--- src/rtl/nec_ir_tx_pkg.sv ---
// Package: shared constants and types for the infrared frame transmitter.
// Assumes: the durations are given in microseconds and converted to ticks by the
// user of the package.
package nec_ir_tx_pkg;

    // Nominal durations in microseconds
    localparam int LEAD_MARK_US  = 9000;
    localparam int LEAD_SPACE_US = 4500;
    localparam int BIT_MARK_US   = 560;
    localparam int ONE_SPACE_US  = 1690;
    localparam int ZERO_SPACE_US = 560;

    // Frame shape
    localparam int DATA_BITS = 32;
    localparam int SYMBOLS   = DATA_BITS + 2;
    localparam int SYM_W     = $clog2(SYMBOLS);

    typedef enum logic [1:0] {
        PH_IDLE  = 2'd0,
        PH_MARK  = 2'd1,
        PH_SPACE = 2'd2
    } phase_t;

endpackage

--- src/rtl/nec_tick_gen.sv ---
// Module: prescaler that gives one tick every CLK_PER_TICK clocks.
// Assumes: clear_i restarts the count, so the first tick after a clear falls
// CLK_PER_TICK clocks later. The counter holds while run_i is low.
module nec_tick_gen #(
    parameter int CLK_PER_TICK = 1250
) (
    input  logic clk,
    input  logic rst_n,
    input  logic clear_i,
    input  logic run_i,
    output logic tick_o
);
    localparam int CW = (CLK_PER_TICK > 1) ? $clog2(CLK_PER_TICK) : 1;
    localparam logic [CW-1:0] LAST = CW'(CLK_PER_TICK - 1);

    logic [CW-1:0] cnt_q;

    // Count clocks within a tick, wrapping at LAST
    always_ff @(posedge clk) begin
        if (!rst_n || clear_i) begin
            cnt_q <= '0;
        end else if (run_i) begin
            cnt_q <= (cnt_q == LAST) ? '0 : cnt_q + 1'b1;
        end
    end

    assign tick_o = run_i && (cnt_q == LAST);

endmodule

--- src/rtl/nec_carrier_gen.sv ---
// Module: 50% duty square wave with a restartable phase.
// Assumes: restart_i is high on the edge where a mark begins. After it the level
// is 1 and toggles every HALF_CLKS clocks.
module nec_carrier_gen #(
    parameter int HALF_CLKS = 1645
) (
    input  logic clk,
    input  logic rst_n,
    input  logic restart_i,
    output logic level_o
);
    localparam int CW = (HALF_CLKS > 1) ? $clog2(HALF_CLKS) : 1;
    localparam logic [CW-1:0] LAST = CW'(HALF_CLKS - 1);

    logic [CW-1:0] cnt_q;
    logic          lvl_q;

    // Half-period counter and level toggle
    always_ff @(posedge clk) begin
        if (!rst_n || restart_i) begin
            cnt_q <= '0;
            lvl_q <= 1'b1;
        end else if (cnt_q == LAST) begin
            cnt_q <= '0;
            lvl_q <= ~lvl_q;
        end else begin
            cnt_q <= cnt_q + 1'b1;
        end
    end

    assign level_o = lvl_q;

endmodule

--- src/rtl/nec_frame_seq.sv ---
// Module: symbol sequencer. It walks leader, 32 data symbols and the closing
// mark, and counts each half symbol in ticks.
// Assumes: ticks come from a prescaler cleared on accept_o, and frame_i holds
// the 32 bits in send order (bit 0 first).
module nec_frame_seq
    import nec_ir_tx_pkg::*;
#(
    parameter int LEAD_MARK_T  = 900,
    parameter int LEAD_SPACE_T = 450,
    parameter int BIT_MARK_T   = 56,
    parameter int ONE_SPACE_T  = 169,
    parameter int ZERO_SPACE_T = 56
) (
    input  logic                 clk,
    input  logic                 rst_n,
    input  logic                 start_i,
    input  logic [DATA_BITS-1:0] frame_i,
    input  logic                 tick_i,
    output logic                 busy_o,
    output logic                 mark_o,
    output logic                 done_o,
    output logic                 accept_o,
    output logic                 mark_begin_o
);
    localparam int DUR_W = $clog2(LEAD_MARK_T + 1);
    localparam logic [SYM_W-1:0] LAST_SYM = SYM_W'(SYMBOLS - 1);

    phase_t               phase_q;
    logic [SYM_W-1:0]     sym_q;
    logic [DUR_W-1:0]     dur_q;
    logic [DATA_BITS-1:0] shreg_q;
    logic                 done_q;
    logic [DUR_W-1:0]     cur_len;
    logic                 half_end;

    // Length in ticks of the half symbol now playing
    always_comb begin
        cur_len = DUR_W'(BIT_MARK_T);
        if (phase_q == PH_MARK) begin
            cur_len = (sym_q == '0) ? DUR_W'(LEAD_MARK_T) : DUR_W'(BIT_MARK_T);
        end else if (phase_q == PH_SPACE) begin
            if (sym_q == '0) begin
                cur_len = DUR_W'(LEAD_SPACE_T);
            end else begin
                cur_len = shreg_q[0] ? DUR_W'(ONE_SPACE_T) : DUR_W'(ZERO_SPACE_T);
            end
        end
    end

    assign half_end     = tick_i && (dur_q == cur_len - 1'b1);
    assign accept_o     = start_i && (phase_q == PH_IDLE);
    assign mark_begin_o = accept_o || ((phase_q == PH_SPACE) && half_end);

    // Phase, symbol index, tick count and data shift register
    always_ff @(posedge clk) begin
        if (!rst_n) begin
            phase_q <= PH_IDLE;
            sym_q   <= '0;
            dur_q   <= '0;
            shreg_q <= '0;
            done_q  <= 1'b0;
        end else begin
            done_q <= 1'b0;
            case (phase_q)
                PH_IDLE: begin
                    if (accept_o) begin
                        phase_q <= PH_MARK;
                        sym_q   <= '0;
                        dur_q   <= '0;
                        shreg_q <= frame_i;
                    end
                end
                PH_MARK: begin
                    if (half_end) begin
                        dur_q <= '0;
                        if (sym_q == LAST_SYM) begin
                            phase_q <= PH_IDLE;
                            done_q  <= 1'b1;
                        end else begin
                            phase_q <= PH_SPACE;
                        end
                    end else if (tick_i) begin
                        dur_q <= dur_q + 1'b1;
                    end
                end
                PH_SPACE: begin
                    if (half_end) begin
                        dur_q   <= '0;
                        phase_q <= PH_MARK;
                        sym_q   <= sym_q + 1'b1;
                        if (sym_q != '0) begin
                            shreg_q <= shreg_q >> 1;
                        end
                    end else if (tick_i) begin
                        dur_q <= dur_q + 1'b1;
                    end
                end
                default: phase_q <= PH_IDLE;
            endcase
        end
    end

    assign busy_o = (phase_q != PH_IDLE);
    assign mark_o = (phase_q == PH_MARK);
    assign done_o = done_q;

endmodule

--- src/rtl/nec_ir_tx.sv ---
// Module: top of the infrared frame transmitter. It builds the 32-bit field,
// captures the options, and joins the prescaler, sequencer and carrier.
// Assumes: clk runs at CLK_PER_TICK * 1e6 / TICK_US Hz, and TICK_US divides the
// nominal durations closely enough for the target receiver.
module nec_ir_tx
    import nec_ir_tx_pkg::*;
#(
    parameter int CLK_PER_TICK      = 1250,
    parameter int TICK_US           = 10,
    parameter int CARRIER_HALF_CLKS = 1645
) (
    input  logic        clk,
    input  logic        rst_n,
    input  logic        start_i,
    input  logic [15:0] addr_i,
    input  logic [15:0] cmd_i,
    input  logic        inv_addr_i,
    input  logic        carrier_en_i,
    output logic        ir_o,
    output logic        busy_o,
    output logic        done_o
);
    localparam int LEAD_MARK_T  = LEAD_MARK_US  / TICK_US;
    localparam int LEAD_SPACE_T = LEAD_SPACE_US / TICK_US;
    localparam int BIT_MARK_T   = BIT_MARK_US   / TICK_US;
    localparam int ONE_SPACE_T  = ONE_SPACE_US  / TICK_US;
    localparam int ZERO_SPACE_T = ZERO_SPACE_US / TICK_US;

    logic [15:0]          addr_field;
    logic [DATA_BITS-1:0] frame_w;
    logic                 tick_w;
    logic                 busy_w;
    logic                 mark_w;
    logic                 accept_w;
    logic                 mark_begin_w;
    logic                 carrier_w;
    logic                 car_q;

    // Address field: given as-is, or low byte with its complement above
    always_comb begin
        if (inv_addr_i) begin
            addr_field = {~addr_i[7:0], addr_i[7:0]};
        end else begin
            addr_field = addr_i;
        end
    end

    assign frame_w = {cmd_i, addr_field};

    // Capture the carrier option when a frame is accepted
    always_ff @(posedge clk) begin
        if (!rst_n) begin
            car_q <= 1'b0;
        end else if (accept_w) begin
            car_q <= carrier_en_i;
        end
    end

    nec_tick_gen #(
        .CLK_PER_TICK(CLK_PER_TICK)
    ) u_tick (
        .clk    (clk),
        .rst_n  (rst_n),
        .clear_i(accept_w),
        .run_i  (busy_w),
        .tick_o (tick_w)
    );

    nec_frame_seq #(
        .LEAD_MARK_T (LEAD_MARK_T),
        .LEAD_SPACE_T(LEAD_SPACE_T),
        .BIT_MARK_T  (BIT_MARK_T),
        .ONE_SPACE_T (ONE_SPACE_T),
        .ZERO_SPACE_T(ZERO_SPACE_T)
    ) u_seq (
        .clk         (clk),
        .rst_n       (rst_n),
        .start_i     (start_i),
        .frame_i     (frame_w),
        .tick_i      (tick_w),
        .busy_o      (busy_w),
        .mark_o      (mark_w),
        .done_o      (done_o),
        .accept_o    (accept_w),
        .mark_begin_o(mark_begin_w)
    );

    nec_carrier_gen #(
        .HALF_CLKS(CARRIER_HALF_CLKS)
    ) u_car (
        .clk      (clk),
        .rst_n    (rst_n),
        .restart_i(mark_begin_w),
        .level_o  (carrier_w)
    );

    assign ir_o   = mark_w && (!car_q || carrier_w);
    assign busy_o = busy_w;

endmodule

--- config.mk ---
export PLATFORM = sky130hd
export DESIGN_NAME = nec_ir_tx
export DESIGN_NICKNAME = d
export VERILOG_FILES = /design/src/rtl/nec_ir_tx_pkg.sv /design/src/rtl/nec_tick_gen.sv /design/src/rtl/nec_carrier_gen.sv /design/src/rtl/nec_frame_seq.sv /design/src/rtl/nec_ir_tx.sv
export SDC_FILE = /design/constraint.sdc
export NUM_CORES = 1
export LEC_CHECK = 0
export ABC_AREA = 0
export BUFFER_PORTS_ARGS = -buffer_cell sky130_fd_sc_hd__buf_2
export CORE_AREA = 3 3 126 79
export CTS_CLUSTER_SIZE = 30
export DETAILED_ROUTE_END_ITERATION = 6
export DIE_AREA = 0 0 129 82
export PLACE_DENSITY = 0.77
export SYNTH_ARGS = -nofsm -noshare
export SYNTH_HDL_FRONTEND = slang
export SYNTH_HIERARCHICAL = 1
export SYNTH_SLANG_ARGS = --single-unit
export TNS_END_PERCENT = 30
--- constraint.sdc ---
create_clock -name clk -period 4.3 [get_ports clk]
set_input_delay 0.86 -clock clk [delete_from_list [all_inputs] [get_ports clk]]
set_output_delay 0.86 -clock clk [all_outputs]
set_load 0.02 [all_outputs]
# Yosys cells after proc, flatten, opt, wreduce, memory -nomap -nowiden
# Index checks and enable logic that the tools add are counted.
# totals
reg_bits	75
out_inout_bits	3
elab_cells	75
# op_classes
n_addsub	5
n_eq_ne	11
muxes	24
bitwise	2
reduce_logical	24
# ops
operator	count
32-bit two-way mux	3
10-bit two-way mux	7
32-bit one-hot mux with 2 select lines	1
11-bit by 1-bit adder with 11-bit output (second input constant)	2
11-bit equality test (second input constant)	2
10-bit one-hot mux with 2 select lines	1
16-bit two-way mux	1
6-bit two-way mux	2
6-bit one-hot mux with 2 select lines	1
3-bit AND reduction	4
11-bit two-way mux	1
10-bit by 1-bit adder with 10-bit output (second input constant)	1
10-bit equality test	1
10-bit by 1-bit subtractor with 10-bit output (second input constant)	1
2-bit two-way mux	4
8-bit two-way mux	1
8-bit NOT	1
6-bit by 1-bit adder with 6-bit output (second input constant)	1
6-bit equality test (second input constant)	1
6-bit zero test	1
2-bit by 1-bit != test with 1-bit output (second input constant)	3
2-bit one-hot mux with 3 select lines	1
2-bit nonzero test	3
6-bit nonzero test	1
other kinds (12)	21

# Depth between registers and ports, before layout
# depth
ltp_word	11
mapped_depth	17

# Hierarchy
# The synthesis kept the hierarchy.
# modules_own_cells
module	instances	cells_each	area_each_um2	seq_area_each_um2
nec_frame_seq	1	431	3108.0	1021.0
nec_carrier_gen	1	61	569.3	240.2
nec_tick_gen	1	60	560.5	220.2
nec_ir_tx	1	22	168.9	20.0

# Least setup slack after synthesis
# No wires, ideal clock.
# synth_timing
path_kind	register -> register
start	register u_seq.phase_q[0]
end	register u_car.cnt_q[9]
setup_ps	125
t_arrival_ps	3154
required_ps	4175
path_slack_ps	1021
path_stages_with_launch	18
cell_sequence	dfxtp_1 > inv_1 > ha_1 > clkbuf_1 > inv_1 > or3_1 > ha_1 > xor2_1 > a311oi_1 > a31oi_1 > nor4_4 > and3_1 > buf_4 > a21o_1 > inv_1 > o311ai_2 > clkbuf_8 > a21oi_1
# synth_via
elab_chain_len	10
word_cells_on_any_way	15
cone_classes	add/sub: 1; eq/ne: 3; mux: 2; reduce/logical: 9
# synth_lines
item	line_no	rtl
from (decl)	nec_frame_seq.sv:28	phase_t phase_q;
from (signal assigned)	nec_frame_seq.sv:57	phase_q <= PH_IDLE;
from (signal assigned)	nec_frame_seq.sv:67	phase_q <= PH_MARK;
from (signal assigned)	nec_frame_seq.sv:77	phase_q <= PH_IDLE;
2-bit equality test	nec_frame_seq.sv:41, nec_frame_seq.sv:52	
10-bit two-way mux	nec_frame_seq.sv:41	end else if (phase_q == PH_SPACE) begin
10-bit two-way mux	nec_frame_seq.sv:39	if (phase_q == PH_MARK) begin
10-bit by 1-bit subtractor with 10-bit output	nec_frame_seq.sv:50	assign half_end = tick_i && (dur_q == cur_len - 1'b1);
10-bit equality test	nec_frame_seq.sv:50	
1-bit logical AND	nec_frame_seq.sv:50	
1-bit logical AND	nec_frame_seq.sv:52	assign mark_begin_o = accept_o || ((phase_q == PH_SPACE) && half_end);
1-bit logical OR *	nec_frame_seq.sv:52	
net mark_begin_w	nec_ir_tx.sv:35	logic mark_begin_w;
1-bit logical OR *	nec_carrier_gen.sv:20	if (!rst_n || restart_i) begin
2-bit OR reduction (no line) *	n/a	
to (signal assigned)	nec_carrier_gen.sv:27	cnt_q <= cnt_q + 1'b1;
to (decl)	nec_carrier_gen.sv:15	logic [CW-1:0] cnt_q;
# The timed path passes the listed nets; every way through them passes the cells marked *.
# A chain may end at the register's enable or synchronous reset.

# Worst setup path after layout
# layout_timing
start	register u_seq.sym_q[3]
end	register u_car.cnt_q[3]
# layout_via
elab_chain_len	11
word_cells_on_any_way	12
cone_classes	add/sub: 1; eq/ne: 1; mux: 4; reduce/logical: 6
# layout_lines
item	line_no	rtl
from (decl)	nec_frame_seq.sv:29	logic [SYM_W-1:0] sym_q;
from (signal assigned)	nec_frame_seq.sv:90	sym_q <= sym_q + 1'b1;
6-bit zero test *	nec_frame_seq.sv:40, nec_frame_seq.sv:42	
10-bit two-way mux	nec_frame_seq.sv:42	if (sym_q == '0) begin
10-bit two-way mux	nec_frame_seq.sv:41	
10-bit two-way mux *	nec_frame_seq.sv:39	
10-bit by 1-bit subtractor with 10-bit output *	nec_frame_seq.sv:50	
10-bit equality test *	nec_frame_seq.sv:50	
1-bit logical AND *	nec_frame_seq.sv:50	
1-bit logical AND *	nec_frame_seq.sv:52	
1-bit logical OR *	nec_frame_seq.sv:52	
net mark_begin_w	nec_ir_tx.sv:35	
1-bit logical OR *	nec_carrier_gen.sv:20	
2-bit OR reduction (no line) *	n/a	
# Marks and branches as above.

==> flow_summary.yaml <==
grt:
  antenna_found_initial: 0
  grt_use_total_pct: 21.1
  grt_overflow: 0
  grt_first_pass_wirelength_um: 18000
  grt_pass1_vias: 3879
  grt_max_degree: 69
floorplan:
  die_w_um: 129
  fp.dieArea_mm2: 0.0106
  core-area_mm2: 0.00899
  placementRows: 27
  die_h_um: 82
  pin_count: 40
  initial_core_util_pct: 49.0
finish:
  area_growth_pct: 11.1
  final_util_pct: 54.5
  diodes: 0
  final_cell_area_mm2: 0.00490
  post_route_cells_drive_above_1_share_pct: 13.0
  nets: 645
routing:
  via_count: 4173
  drc: 0
  vias_per_cell: 5.83
  ant_nets: 0
  drt-pass1-iter-count: 7
  routed_wl_um: 11000
  drt-initial-drc-count: 316
  wl_per_cell_um: 15.4
setup_path:
  crit_path_start_kind: "flop"
  path_class: "reg2reg"
  required_ns: 4.49
  worst-path-max-fanout: 11
  worstRegToRegCells: 13
  arrival_ns: 3.97
  end_kind: "flop"
status:
  status: "complete, no violations"
clock_tree:
  cts_buffer_depth: 2
  htree_num_levels: 3
  cts_setup_buffers: 0
  clk_pin_slew_ns: 0.06
  cts_resized: 0
  ctsHoldBuffers: 0
  clk_latency_ns: 0.34
  cts_inserted_buffers: 9
  clockRootBuffer: "clkbuf_16"
  cts_tree: "built"
  cts_sinks: 75
synth:
  synth_edf_count: 0
  synth-xor-area-share_pct: 2.78
  synthTopCellsByArea: "dfxtp_1, nor2_1, o22a_1, a21oi_1, nand2_1"
  synth_top_family_by_area: "simple AND/OR/NAND/NOR gates"
  yosysSeqAreaShare_pct: 34.1
  syn_avg_cell_area_um2: 7.68
  synth_top_flop_cell: "dfxtp_1"
  yosys.area_share.simple_pct: 26.2
  post-synth-top-count-cell: "nor2_1"
  syn_area_mm2: 0.00441
  synthCells: 574
  synth_top_cell_area_share_pct: 34.1
  synthAdderAreaFrac_pct: 3.69
  synthDistinctLibCells: 58
  synth-async-reset-ratio_pct: 0
  syn-num-nets: 624
  yosys.area.top_type: "dfxtp_1"
  muxShareOfSynthArea_pct: 2.56
  synth-compound-area-share_pct: 24.2
  ys_seq_elements: 75
  synthTopCellsByCount: "nor2_1, dfxtp_1, nand2_1"
  ys_warn_count: 6
pwr:
  power_frac_clock_pct: 40.9
  intPower_mw: 1.25
  pwr-share-seq_pct: 43.9
  power-per-cell-area_mw_per_mm2: 354
  switching_share_pct: 27.7
  ir_worst_vdd_mv: 0.211
  p_sw_mw: 0.480
  p_leak_nw: 2.14
  p_comb_share_pct: 15.2
timing:
  max_freq_mhz: 265
  relSlewSlack_pct: 43.7
  tightest_slew_ns: 0.843
  fin_skew_ns: 0.00670
  finalHoldViolCount: 0
  maxSlewViolCount: 0
  holdWs_ns: 0.463
  setup_viol_count_final: 0
  fin_tns_setup_ns: 0
  rsz0062_at_grt: "false"
  fin_ws_ns: 0.522
  period_share_pct: 87.9
  period_minus_slack_ns: 3.78
min_path:
  whs_path_depth: 1
  hp-class: "reg2reg"
placed_design:
  placedInstanceArea_mm2: 0.00462
  place_hpwl_um: 7610
  post-place-ws_ns: 0.556
  port_buffers: 39
  place.gp.congestion: 0.960
flow_run:
  maxCapViolations: 0
[logic make-up (layout without fill, tap and decap cells)]
logic type | after synthesis | in the layout
muxes | 11 | 11
and+or+nand+nor | 234 | 234
DFF | 75 | 75
xor gates and xnor gates | 14 | 14
AOI/OAI and AO/OA | 165 | 165
adders and majority gates | 13 | 13
buffers and inverters | 62 | 88
[layout by cell type, fill, tap and decap left out, drive strengths merged, types with 13 or more instances in the layout]
cell type and n:
nand3 16, clkbuf 14, ha 13, nand2 60, nand4 14, o22a 31
nor2 88, buf 46, inv 26, o21ai 46, dfxtp 75, a21oi 51
[routing by layer]
metal	vias to the layer above	track usage, %	share of wire (%)
met2	127	32.2	45
met5	-	0	0
met4	0	8.49	1.6
met3	18	5.98	5.4
met1	1949	28.3	48
li1	2079	-	-
[cell type report]
class                           count  area (µm²)
Timing Repair Buffer               46         248
Tap cell                          116         145
Sequential cell                    75        1500
Multi-Input combinational cell    437        2630
Inverter                           26        97.6
Clock inverter                      2        10.0
Clock buffer                       14         264
Fill cell                         840        4090
[stage by stage]
step	total power, mW	cells
3_3_place_gp	1.03	700
5_1_grt	1.80	716
3_5_place_dp	1.03	700
6_report	1.73	716
2_1_floorplan	0.967	574
4_1_cts	1.73	716
[registers in the layout, indices dropped and copies added, names as in the netlist]
register,cells
car_q,1
u_seq/dur_q,10
u_car/level_o,1
u_tick/cnt_q,11
u_seq/done_o,1
u_seq/sym_q,6
u_car/cnt_q,11
u_seq/phase_q,2
u_seq/shreg_q,32
[power by group through the flow]
stage	clock, mW	sequential, mW	combinational (mW)
finish	0.709	0.761	0.264
global route	0.737	0.765	0.295
CTS	0.711	0.760	0.261
detailed placement	0	0.775	0.260
global placement	0	0.772	0.253
floorplan	0	0.766	0.201
[path summary, 6_finish.rpt]
check                         from          endpoint  slack, ns
setup reg to reg    u_seq/sym_q[3]    u_car/cnt_q[3]       0.52
hold reg to reg   u_seq/shreg_q[2]  u_seq/shreg_q[2]       0.46
setup / recovery    u_seq/sym_q[3]    u_car/cnt_q[3]       0.52
hold / removal    u_seq/shreg_q[2]  u_seq/shreg_q[2]       0.46
[worst max-delay path: stages, from the launching register on]
cell	delay (ns)
dfxtp_1	0.35
nor3_1	0.50
nand2_1	0.20
or3_1	0.35
ha_1	0.26
xor2_1	0.18
a311oi_1	0.26
a31oi_1	0.10
nor4_4	0.42
and3_1	0.42
a21o_1	0.17
inv_1	0.06
o311ai_2	0.22
nor2_1	0.13
Note: power is estimated with default switching activity, not from simulation.
